## config.mk

```make
export PLATFORM = sky130hd
export DESIGN_NAME = bus_status_encoder
export DESIGN_NICKNAME = d
export VERILOG_FILES = /design/src/rtl/bus_status_pkg.sv /design/src/rtl/bus_status_ctrl.sv /design/src/rtl/bus_status_dpath.sv /design/src/rtl/bus_status_encoder.sv
export SDC_FILE = /design/constraint.sdc
export NUM_CORES = 1
export LEC_CHECK = 0
export CORE_MARGIN = 8
export CORE_UTILIZATION = 48
export CTS_BUF_LIST = sky130_fd_sc_hd__clkbuf_8 sky130_fd_sc_hd__clkbuf_16
export DETAILED_ROUTE_END_ITERATION = 8
export DONT_BUFFER_PORTS = 1
export MAX_ROUTING_LAYER = met4
export RECOVER_POWER = 50
export SLEW_MARGIN = 20
export SYNTH_ARGS = -nofsm -noshare
export SYNTH_HDL_FRONTEND = slang
export SYNTH_HIERARCHICAL = 1
export SYNTH_SLANG_ARGS = --single-unit
```

## constraint.sdc

```tcl
create_clock -name clk -period 2 [get_ports clk]
set_clock_uncertainty 0.2 [all_clocks]
set_input_delay 0.2 -clock clk [delete_from_list [all_inputs] [get_ports clk]]
set_output_delay 0.2 -clock clk [all_outputs]
set_load 0.01 [all_outputs]
```

## src/rtl/bus_status_pkg.sv

```systemverilog
package bus_status_pkg;

  localparam int NUM_EV       = 7;
  localparam int EV_BUS_RESET = 0;
  localparam int EV_IF_RESET  = 6;

  typedef struct packed {
    logic              issue;
    logic [NUM_EV-1:0] grant;
  } ctrl_strobes_t;

  function automatic logic [NUM_EV-1:0] pickNext(input logic [NUM_EV-1:0] pend);
    logic [NUM_EV-1:0] sel;
    sel = '0;
    if (pend[EV_BUS_RESET]) begin
      sel[EV_BUS_RESET] = 1'b1;
    end else if (pend[EV_IF_RESET]) begin
      sel[EV_IF_RESET] = 1'b1;
    end else begin
      for (int i = EV_BUS_RESET + 1; i < EV_IF_RESET; i++) begin
        if (pend[i] && (sel == '0)) sel[i] = 1'b1;
      end
    end
    return sel;
  endfunction

endpackage

```

## src/rtl/bus_status_ctrl.sv

```systemverilog
module bus_status_ctrl
  import bus_status_pkg::*;
(
  input  logic              clk,
  input  logic              rst,
  input  logic [NUM_EV-1:0] evtIn,
  input  logic              linkActive,
  input  logic              rxBusy,
  input  logic              rxGap,
  input  logic              asyncFlip,
  input  logic              isoFlip,
  output ctrl_strobes_t     strobes,
  output logic              asyncOdd,
  output logic              isoOdd,
  output logic              cancelPulse,
  output logic              reg0Pulse
);

  logic [NUM_EV-1:0] pend;
  logic [NUM_EV-1:0] grantVec;
  logic              slotOpen;
  logic              busResetHit;

  // A status slot exists only on an active interface that is idle or in a receive gap.
  assign slotOpen    = linkActive && (!rxBusy || rxGap);
  assign grantVec    = slotOpen ? pickNext(pend) : '0;
  assign busResetHit = evtIn[EV_BUS_RESET];

  assign strobes.issue = |grantVec;
  assign strobes.grant = grantVec;

  // One sticky flag per event: a new strobe wins over the clear from its own grant.
  for (genvar g = 0; g < NUM_EV; g++) begin : g_pend
    always_ff @(posedge clk) begin
      if (rst) begin
        pend[g] <= 1'b0;
      end else begin
        pend[g] <= (pend[g] & ~grantVec[g]) | evtIn[g];
      end
    end
  end

  always_ff @(posedge clk) begin
    if (rst) begin
      asyncOdd <= 1'b0;
      isoOdd   <= 1'b0;
    end else if (busResetHit) begin
      asyncOdd <= 1'b0;
      isoOdd   <= 1'b0;
    end else begin
      asyncOdd <= asyncOdd ^ asyncFlip;
      isoOdd   <= isoOdd ^ isoFlip;
    end
  end

  always_ff @(posedge clk) begin
    if (rst) begin
      cancelPulse <= 1'b0;
      reg0Pulse   <= 1'b0;
    end else begin
      cancelPulse <= busResetHit;
      reg0Pulse   <= busResetHit;
    end
  end

endmodule

```

## src/rtl/bus_status_dpath.sv

```systemverilog
module bus_status_dpath
  import bus_status_pkg::*;
#(
  parameter int              DATA_W      = 8,
  parameter int              CTL_W       = 2,
  parameter logic [CTL_W-1:0] STATUS_CODE = 2'b01
) (
  input  logic              clk,
  input  logic              rst,
  input  ctrl_strobes_t     strobes,
  input  logic              rxBusy,
  input  logic [CTL_W-1:0]  rxCtl,
  input  logic [DATA_W-1:0] rxData,
  output logic [CTL_W-1:0]  ctlOut,
  output logic [DATA_W-1:0] dataOut,
  output logic              ifResetPulse
);

  localparam int EV_BITS = (NUM_EV < DATA_W) ? NUM_EV : DATA_W;

  logic [DATA_W-1:0] statusWord;
  logic              ifRstSent;

  // Event bits map straight onto data positions; the bits above them stay clear.
  for (genvar b = 0; b < DATA_W; b++) begin : g_word
    if (b < EV_BITS) begin : g_ev
      assign statusWord[b] = strobes.grant[b];
    end else begin : g_rsv
      assign statusWord[b] = 1'b0;
    end
  end

  always_ff @(posedge clk) begin
    if (rst) begin
      ctlOut  <= '0;
      dataOut <= '0;
    end else if (strobes.issue) begin
      ctlOut  <= STATUS_CODE;
      dataOut <= statusWord;
    end else if (rxBusy) begin
      ctlOut  <= rxCtl;
      dataOut <= rxData;
    end else begin
      ctlOut  <= '0;
      dataOut <= '0;
    end
  end

  // The interface reset follows in the cycle after its status word is on the bus.
  always_ff @(posedge clk) begin
    if (rst) begin
      ifRstSent    <= 1'b0;
      ifResetPulse <= 1'b0;
    end else begin
      ifRstSent    <= strobes.issue && strobes.grant[EV_IF_RESET];
      ifResetPulse <= ifRstSent;
    end
  end

endmodule

```

## src/rtl/bus_status_encoder.sv

```systemverilog
module bus_status_encoder
  import bus_status_pkg::*;
#(
  parameter int               DATA_W      = 8,
  parameter int               CTL_W       = 2,
  parameter logic [CTL_W-1:0] STATUS_CODE = 2'b01
) (
  input  logic              clk,
  input  logic              rst,
  input  logic [NUM_EV-1:0] busEvt,
  input  logic              linkActive,
  input  logic              rxBusy,
  input  logic              rxGap,
  input  logic [CTL_W-1:0]  rxCtl,
  input  logic [DATA_W-1:0] rxData,
  input  logic              asyncFlip,
  input  logic              isoFlip,
  output logic [CTL_W-1:0]  statCtl,
  output logic [DATA_W-1:0] statData,
  output logic              asyncPhaseOdd,
  output logic              isoPhaseOdd,
  output logic              cancelReqs,
  output logic              reg0Req,
  output logic              linkIfReset
);

  ctrl_strobes_t ctrlStrb;

  bus_status_ctrl u_ctrl (
    .clk         (clk),
    .rst         (rst),
    .evtIn       (busEvt),
    .linkActive  (linkActive),
    .rxBusy      (rxBusy),
    .rxGap       (rxGap),
    .asyncFlip   (asyncFlip),
    .isoFlip     (isoFlip),
    .strobes     (ctrlStrb),
    .asyncOdd    (asyncPhaseOdd),
    .isoOdd      (isoPhaseOdd),
    .cancelPulse (cancelReqs),
    .reg0Pulse   (reg0Req)
  );

  bus_status_dpath #(
    .DATA_W      (DATA_W),
    .CTL_W       (CTL_W),
    .STATUS_CODE (STATUS_CODE)
  ) u_dpath (
    .clk          (clk),
    .rst          (rst),
    .strobes      (ctrlStrb),
    .rxBusy       (rxBusy),
    .rxCtl        (rxCtl),
    .rxData       (rxData),
    .ctlOut       (statCtl),
    .dataOut      (statData),
    .ifResetPulse (linkIfReset)
  );

endmodule

```

**Word-level counts from Yosys, hierarchy flattened**

Cells that the tools add are included.
W data, S select, Z words.

- Bits in registers: 22
- Bits in latches: 0
- RAM bits: 0
- Memory bits (read-only): 0
- Input bits: 24
- Output and inout port bits: 15
- Logic and storage cells: 77
- Memories: 0

- Add/sub/neg operators: 0
- Multiply operators: 0
- Divide/modulo/power cells: 0
- Order comparisons: 0
- Eq/ne operators: 0
- Shift-type cells: 0
- Mux-type cells: 22
- Bitwise operators: 25
- Reductions and logical operators: 14

Operators with widths:

| cell | count |
|---|---|
| $mux W7 | 3 |
| $mux W1 | 17 |
| $not A1 Y1 | 9 |
| $reduce_or A9 Y1 | 1 |
| $and A1 B1 Y1 | 7 |
| $or A1 B1 Y1 | 7 |
| $reduce_or A7 Y1 | 1 |
| $logic_and A1 B1 Y1 | 6 |
| $mux W6 | 1 |
| $mux W5 | 1 |
| $logic_not A4 Y1 | 1 |
| $logic_not A3 Y1 | 1 |
| $logic_not A2 Y1 | 1 |
| $reduce_or A2 Y1 | 1 |
| $xor A1 B1 Y1 | 2 |
| $logic_not A1 Y1 | 1 |
| $logic_or A1 B1 Y1 | 1 |

**Longest topological paths before layout**

Gate-level depths: netlist of the first run.

- Depth in word-level cells: 27
- Gate-level depth with buffers: 6
- Gate-level depth less buffers: 5

**Hierarchy**

Netlist of the first run, hierarchy kept.

By module, submodules not included:

| module | times used | cells an instance | area each (µm²) | seq. area each (µm²) |
|---|---|---|---|---|
| bus_status_ctrl | 1 | 56 | 484.2 | 200.2 |
| bus_status_dpath | 1 | 42 | 419.2 | 240.2 |

**Worst setup path after synthesis of the first run**

Ideal clock, no wire load.

- Path kind: register -> register
- Start: reg u_ctrl.pend[6]
- End: reg u_dpath.dataOut[5]
- Library setup time: 0.070 ns
- Data arrival time: 1.371 ns
- Data required time: 1.730 ns
- Setup slack: 0.360 ns
- Stages on the path, launching flop included: 6
- Path buffers: 0
- Period minus slack after synthesis: 1.640 ns
- Cell sequence: dfxtp_1 -> or4_4 -> nor4_4 -> and3b_1 -> nand2_1 -> a21oi_1

RTL lines:

| item | line | text |
|---|---|---|
| start: declaration | bus_status_ctrl.sv:19 | `logic [NUM_EV-1:0] pend;` |
| start signal: indexed assignment | bus_status_ctrl.sv:38 | `pend[g] <= (pend[g] & ~grantVec[g]) \| evtIn[g];` |
| end signal: assignment | bus_status_dpath.sv:39 | `dataOut <= statusWord;` |
| end signal: assignment | bus_status_dpath.sv:42 | `dataOut <= rxData;` |
| end: declaration | bus_status_dpath.sv:15 | `output logic [DATA_W-1:0] dataOut,` |

==> metrics.yaml, run 1 <==
detailed_routing:
  route.layer.met1.wl_um: 939
  drtAntennaViolNets: 0
  route.met2.wl_um: 1000
  vias: 747
  drc_errors: 0
  drt_iter0_drc: 15
  routedWlPerCell_um: 14.3
  drt-vias-per-instance: 5.08
  drt-pass1-iter-count: 4
  finalWirelength_um: 2100
  top_layer_used: "met4"
  dr_wl_met3_um: 144
placed_design:
  detailedPlace.worstSlack_ns: 0.158
  portBuffers: 0
  gp_congestion: 0.733
  post_dp_cell_area_um2: 917
  dpl.hpwl_um: 1380
  dp_cells: 120
clock_network:
  clock-sinks: 22
  cts_tree: "done"
  htree_levels: 1
  clk_path_buf_depth: 2
  clkTransAtPathRegs_ns: 0.08
  clock-root-buffer: "clkbuf_8"
  cts_made_buffers: 3
  clk_latency_ns: 0.26
synth:
  synth_compound_area_frac: 0.115
  synth-seq-cells: 22
  synth-edff-count: 0
  synth_mux_area_frac: 0
  synth_xor_area_frac: 0.0194
  synthSimpleGateAreaFrac: 0.317
  synth_top_cell_area_share: 0.488
  yosysTopAreaCell: "dfxtp_1"
  seq_area_frac_synth: 0.488
  synth_top_flop_cell: "dfxtp_1"
  syn_area_um2: 903
  synthesis.instances: 98
  syn_nets: 122
  async_flop_share: 0
  avgSynthCellArea_um2: 9.22
  synth_area_leaders: "dfxtp_1 (49%), a21oi_1 (6.1%), nand3b_1 (5.8%), nor2_1 (3.7%), nand2_1 (3.3%)"
  yosys.cell_types.count: 29
  synth_top_family_by_area: "simple AND/OR/NAND/NOR gates"
  synthAdderAreaFrac: 0
  yosys_warnings: 6
finish:
  multiInputGateArea_um2: 412
  final_cells: 147
  nFillCells: 145
  area_growth_pct: 34.6
  seq_area_um2: 440
  n_antenna_cell: 0
  drive_gt1_frac: 0.115
  final_nets: 147
  postLayoutCellArea_um2: 1220
timing:
  finalSetupViolations: 0
  slew_violations: 0
  fin_tns_setup_ns: 0
  hold_ws_ns: 0.0686
  worst_slew_pin_slew_ns: 0.937
  hold_viol: 0
  final.min_clock_period_ns: 1.84
  fmax_mhz: 543
  rsz0062_at_grt: "false"
  min_period_over_period: 0.921
  layout_setup_ws_ns: 0.157
  relSlewSlack: 0.376
setup_path:
  cp_slowest_stage_delay_ns: 0.58
  cp-end-kind: "flip-flop"
  slowest_stage: "or4_4"
  cp_max_fo: 5
  worstSetupPathType: "reg -> reg"
  rrSetupSlack_ns: 0.16
  path_cells: "or4_4 > nor4_4 > and3b_1 > nand2_1 > a21oi_1"
  worstPathRequired_ns: 1.98
  arrival_ns: 1.82
  start_kind: "flip-flop"
floorplanning:
  chipHeight_um: 59.4
  die_x_um: 59.4
  pin_count: 39
  die_area_um2: 3530
  row_count: 15
  start_util: 0.518
  core_um2: 1750
status:
  outcome: "completed"
global_routing:
  grt_overflow_total: 0
  antenna_found_initial: 0
  grt_max_degree: 25
  grt_pass1_vias: 679
  grt_usage: 0.121
  grt_pass1_wl_um: 3240
power_and_ir_drop:
  leakage_nw: 0.476
  ir_drop_mv: 0.506
  powerDensity_nw_per_um2: 836
run:
  cap_violations: 0
hold_path:
  worstHoldPathType: "in -> reg"
==> synthesized netlist by cell type (all sizes together) (2+ instances only) <==
| cell | number |
|---|---|
| dfxtp | 22 |
| a211oi | 2 |
| inv | 6 |
| nand2 | 8 |
| nand3b | 7 |
| nor3 | 4 |
| xnor2 | 2 |
| buf | 4 |
| and3b | 2 |
| o22ai | 2 |
| nor2 | 9 |
| nand2b | 3 |
| and2 | 2 |
| and4bb | 2 |
| a21oi | 11 |
| nor4 | 3 |
==> layout by cell type, fill, tap and decap left out, drive strengths merged, types with 3 or more instances in the layout <==
cell / synthesis / layout
clkbuf: 1 / 4
dlygate4sd3: 0 / 22
nand3b: 7 / 7
inv: 6 / 6
nand2b: 3 / 3
nand2: 8 / 8
nor4: 3 / 3
nor2: 9 / 9
dfxtp: 22 / 22
a21oi: 11 / 11
nor3: 4 / 4
==> flip-flops by register name, indices dropped and copies added, names as in the netlist <==
signal                flops
u_dpath/ctlOut            2
u_ctrl/isoOdd             1
u_ctrl/pend               7
u_dpath/ifRstSent         1
u_ctrl/asyncOdd           1
u_dpath/ifResetPulse      1
u_ctrl/reg0Pulse          1
u_dpath/dataOut           8
==> metrics by stage <==
stage	util	power (W)
2_1_floorplan	-	0.000566
3_3_place_gp	0.525	0.000570
3_5_place_dp	0.525	0.000573
4_1_cts	0.698	0.00102
5_1_grt	0.697	0.00106
6_report	0.697	0.00102
==> worst max-delay path, delay by kind of cell, from the launching register on <==
| family | cells | cell delay, ns |
|---|---|---|
| DFF | 1 | 0.35 |
| AOI/OAI and AO/OA | 1 | 0.14 |
| and+or+nand+nor | 4 | 1.07 |
==> per-layer routing <==
metal  vias to the layer above  track usage
met2                        23        0.182
li1                        383            -
met4                         0       0.0614
met3                         2       0.0347
met5                         -            -
met1                       339        0.144
==> logic make-up (layout without fill, tap and decap cells) <==
family / count (synthesis) / count (layout)
compound gates: 18 / 18
xor+xnor: 2 / 2
buf+inv: 11 / 35
flops: 22 / 22
simple gates: 45 / 45
==> cell type report <==
cell class                      instances  share of cell area
Clock inverter                          1              0.0247
Timing Repair Buffer                   25               0.197
Sequential cell                        22               0.362
Multi-Input combinational cell         65               0.338
Inverter                                6              0.0185
Clock buffer                            3              0.0340
Tap cell                               25              0.0257
==> power breakdown <==
group | leakage (nW) | internal (W) | switching (W)
sequential | 0.181 | 0.000462 | 0.0000253
combinational | 0.259 | 0.0000696 | 0.0000537
clock | 0.0357 | 0.000267 | 0.000139
total | 0.476 | 0.000799 | 0.000218
==> final timing paths <==
path / to / startpoint / cells past startpoint
worst max-delay path: u_dpath/dataOut[5] / u_ctrl/pend[6] / 5
worst min-delay path: u_dpath/ifRstSent / linkActive / 4
worst max register to register: u_dpath/dataOut[5] / u_ctrl/pend[6] / 5
worst min register to register: u_dpath/ifResetPulse / u_dpath/ifRstSent / 1
==> what timing repair did <==
action	CTS	global route
hold buffers	23	0
setup endpoints to repair	0	12
resized for setup	0	2
hold endpoints to repair	22	0
buffers inserted	0	0
Note: power is estimated with default switching activity, not from simulation.
==> run 2: changes to the inputs <==
--- a/constraint.sdc
+++ b/constraint.sdc
@@ -4,2 +4,2 @@
 set_output_delay 0.2 -clock clk [all_outputs]
-set_load 0.01 [all_outputs]
+set_load 0.1 [all_outputs]
==> metrics.yaml, run 2 (synthesis gave the netlist of run 1 again) <==
status:
  outcome: "completed"
timing:
  hold_viol: 0
  rsz0062_at_grt: "false"
  slew_violations: 0
  worst_slew_pin_slew_ns: 1.07
  fin_tns_setup_ns: 0
  min_period_over_period: 0.928
  final.min_clock_period_ns: 1.86
  finalSetupViolations: 0
  relSlewSlack: 0.289
  layout_setup_ws_ns: 0.145
  fmax_mhz: 539
global_routing:
  grt_pass1_vias: 788
  antenna_found_initial: 0
  grt_pass1_wl_um: 3480
  grt_overflow_total: 0
  grt_max_degree: 24
  grt_usage: 0.129
power_and_ir_drop:
  ir_drop_mv: 0.627
  powerDensity_nw_per_um2: 777
  leakage_nw: 0.520
finish:
  drive_gt1_frac: 0.194
  final_cells: 159
  n_antenna_cell: 0
  final_common_cell: "dlygate4sd3_1"
  mostFrequentLayoutCells: "dlygate4sd3_1 (23), dfxtp_1 (21), clkbuf_2 (13)"
  final_nets: 160
  largest_reg_flops: 8
  top_register: "u_dpath/dataOut"
  top_regs: "u_dpath/dataOut (8), u_ctrl/pend (7), u_dpath/ctlOut (2)"
  area_growth_pct: 38.9
detailed_routing:
  drt-pass1-iter-count: 4
  drt_iter0_drc: 17
  finalWirelength_um: 2190
  drc_errors: 0
  routedWlPerCell_um: 13.8
  vias: 786
  drt-vias-per-instance: 4.94
  drtAntennaViolNets: 0
setup_path:
  arrival_ns: 1.83
  path_buf_inv: 0
  start_kind: "flip-flop"
  cp_max_fo: 5
  cp_top_family: "simple AND/OR/NAND/NOR gates"
  cp-end-kind: "flip-flop"
  worstSetupPathType: "reg -> reg"
  cp_slowest_stage_delay_ns: 0.58
  worstPathRequired_ns: 1.98
  slowest_stage: "or4_4"
  path_cells: "or4_4 > nor4_4 > and3b_1 > nand2_1 > a21oi_1"
clock_network:
  clk_path_buf_depth: 2
  cts_made_buffers: 3
  clock-root-buffer: "clkbuf_8"
  clkTransAtPathRegs_ns: 0.07
  htree_levels: 1
  clk_latency_ns: 0.25
  cts_tree: "done"
  clock-sinks: 22
floorplanning:
  die_area_um2: 3530
  die_x_um: 59.4
  row_count: 15
  start_util: 0.518
  chipHeight_um: 59.4
  core_um2: 1750
  pin_count: 39
placed_design:
  portBuffers: 0
  detailedPlace.worstSlack_ns: 0.140
  gp_congestion: 0.834
  dpl.hpwl_um: 1470
  dp_cells: 132
hold_path:
  worstHoldPathType: "in -> reg"
run:
  cap_violations: 0
run 2: path summary, 6_finish.rpt:
| check | depth (start not counted) | to | from | slack, ns |
|---|---|---|---|---|
| setup / recovery | 5 | u_dpath/dataOut[5] | u_ctrl/pend[6] | 0.14 |
| hold / removal | 3 | u_dpath/dataOut[0] | linkActive | 0.08 |
| setup reg to reg | 5 | u_dpath/dataOut[5] | u_ctrl/pend[6] | 0.14 |
| hold reg to reg | 1 | u_dpath/ifResetPulse | u_dpath/ifRstSent | 0.24 |
run 2: worst register-to-register path, delay by kind of cell (launching register included):
kind | cells | cell delay (ns)
simple gates | 4 | 1.07
compound gates | 1 | 0.16
flops | 1 | 0.35
run 2: final cells by class:
cell class | count | area, µm²
Fill cell | 139 | 490
Sequential cell | 22 | 442
Multi-Input combinational cell | 65 | 412
Timing Repair Buffer | 38 | 307
Clock buffer | 3 | 41.3
Tap cell | 25 | 31.3
Inverter | 6 | 22.5
run 2: power by group:
| part | switching (W) | leakage (nW) | internal [W] | total, W |
|---|---|---|---|---|
| registers | 0.0000178 | 0.182 | 0.000463 | 0.000480 |
| clock network | 0.000131 | 0.0216 | 0.000134 | 0.000265 |
| logic | 0.000154 | 0.317 | 0.0000750 | 0.000229 |
| total | 0.000303 | 0.520 | 0.000672 | 0.000975 |
run 2: metal layers:
| layer | share of wire | vias to the layer above | global-route usage |
|---|---|---|---|
| li1 | - | 410 | - |
| met4 | 0.019 | 0 | 0.0512 |
| met3 | 0.065 | 4 | 0.0347 |
| met1 | 0.43 | 341 | 0.154 |
| met5 | 0 | - | - |
| met2 | 0.49 | 31 | 0.200 |
run 2: through the flow:
stage,hold WS (ns),util,instance area (µm²),power [W]
after floorplan,0.0773,-,903,0.000658
after global placement,0.0655,0.585,1020,0.000678
after detailed placement,0.0701,0.585,1020,0.000682
after CTS,0.000864,0.741,1290,0.000987
after global routing,0.101,0.719,1250,0.00102
final,0.0777,0.719,1250,0.000975
run 2: repair_timing:
item / 4_1_cts / 5_1_grt
buffers inserted: 0 / 0
endpoints found under the setup margin: 0 / 12
hold endpoints to repair: 22 / 1
hold buffers: 23 / 1
gates resized for setup: 0 / 2
==> run 3: changes to the inputs <==
Settings changed: RECOVER_POWER 50 to unset.
==> metrics.yaml, run 3 (synthesis gave the netlist of run 1 again) <==
setup_path:
  path_buf_inv: 0
  arrival_ns: 1.84
  start_kind: "flip-flop"
  worstPathRequired_ns: 1.98
  worstSetupPathType: "reg -> reg"
  slowest_stage: "or4_4"
  ff2ff_path_depth: 5
  path_cells: "or4_4 > nor4_4 > and3b_1 > nand2_1 > a21oi_1"
  cp-end-kind: "flip-flop"
  cp_slowest_stage_delay_ns: 0.58
  cp_top_family: "simple AND/OR/NAND/NOR gates"
  crit_cells: 5
  cp_max_fo: 5
floorplanning:
  start_util: 0.518
  die_area_um2: 3530
  core_um2: 1750
  die_x_um: 59.4
  row_count: 15
  pin_count: 39
  chipHeight_um: 59.4
finish:
  drive_gt1_frac: 0.194
  final_nets: 160
  final_cells: 159
  postLayoutCellArea_um2: 1310
  top_regs: "u_dpath/dataOut (8), u_ctrl/pend (7), u_dpath/ctlOut (2)"
  largest_reg_flops: 8
  seq_area_um2: 442
  mostFrequentLayoutCells: "dlygate4sd3_1 (23), dfxtp_1 (21), buf_4 (13)"
  multiInputGateArea_um2: 412
  area_growth_pct: 44.9
  top_register: "u_dpath/dataOut"
  final_common_cell: "dlygate4sd3_1"
  nFillCells: 128
  n_antenna_cell: 0
placed_design:
  portBuffers: 0
  dpl.hpwl_um: 1470
  dp_cells: 132
  gp_congestion: 0.834
  detailedPlace.worstSlack_ns: 0.140
  post_dp_cell_area_um2: 1020
timing:
  layout_setup_ws_ns: 0.143
  fin_tns_setup_ns: 0
  min_period_over_period: 0.929
  fmax_mhz: 538
  relSlewSlack: 0.496
  rsz0062_at_grt: "false"
  finalSetupViolations: 0
  slew_violations: 0
  worst_slew_pin_slew_ns: 0.755
  final.min_clock_period_ns: 1.86
  hold_viol: 0
clock_network:
  clkTransAtPathRegs_ns: 0.07
  cts_tree: "done"
  clk_path_buf_depth: 2
  cts_made_buffers: 3
  htree_levels: 1
  clk_latency_ns: 0.25
  clock-sinks: 22
  clock-root-buffer: "clkbuf_8"
power_and_ir_drop:
  p_comb_frac: 0.244
  power_switching_w: 0.000303
  p_clk_frac: 0.268
  ir_drop_mv: 0.629
  power.total_w: 0.000986
  powerDensity_nw_per_um2: 753
  p_int_w: 0.000683
  leakage_nw: 0.546
  swShare: 0.308
  pwr-share-seq: 0.488
global_routing:
  grt_max_degree: 24
  antenna_found_initial: 0
  grt_pass1_vias: 788
  grt_pass1_wl_um: 3480
  grt_usage: 0.129
  grt_overflow_total: 0
run:
  cap_violations: 0
detailed_routing:
  drt-vias-per-instance: 5.01
  drt_iter0_drc: 19
  vias: 797
  drt-pass1-iter-count: 4
  drtAntennaViolNets: 0
  finalWirelength_um: 2190
  routedWlPerCell_um: 13.7
  drc_errors: 0
hold_path:
  holdPathStages: 3
  worstHoldPathType: "in -> reg"
status:
  outcome: "completed"
## run 3: area by class of cell
type	count	area share
sequential	22	0.337
multi-input combinational	65	0.315
tap	25	0.0239
clock buffer	3	0.0315
timing repair buffer	38	0.275
inverter	6	0.0172
## run 3: final timing paths
kind	startpoint	endpoint	slack [ns]
worst max-delay path	u_ctrl/pend[6]	u_dpath/dataOut[5]	0.14
worst max register to register	u_ctrl/pend[6]	u_dpath/dataOut[5]	0.14
worst min register to register	u_dpath/ifRstSent	u_dpath/ifResetPulse	0.24
worst min-delay path	linkActive	u_dpath/dataOut[0]	0.08
## run 3: power by group through the flow
stage                     clock network, W  logic (W)  registers, W
after floorplan                          0  0.0000800      0.000578
after global placement                   0   0.000188      0.000490
after detailed placement                 0   0.000191      0.000491
after CTS                         0.000269   0.000237      0.000481
after global routing              0.000290   0.000254      0.000485
final                             0.000265   0.000240      0.000481
## run 3: metrics by stage
| step | util | hold WS, ns |
|---|---|---|
| 4_1_cts | 0.741 | 0.000864 |
| 3_5_place_dp | 0.585 | 0.0701 |
| 6_report | 0.750 | 0.0778 |
| 2_1_floorplan | - | 0.0773 |
| 5_1_grt | 0.750 | 0.101 |
| 3_3_place_gp | 0.585 | 0.0655 |
## run 3: timing repair
action,in CTS,in global routing
resized for setup,0,2
setup endpoints to repair,0,12
hold buffers,23,1
setup buffers,0,0
endpoints found under the hold margin,22,1
## run 3: tightest hold or removal path: stages
cell and delay [ns]:
and3_2 0.17, nand2_1 0.06, a21oi_1 0.05
## run 3: per-layer routing
metal / routed length [µm] / track usage
met3: 144 / 0.0347
met1: 917 / 0.154
met4: 42 / 0.0512
met2: 1080 / 0.200
met5: 0 / -
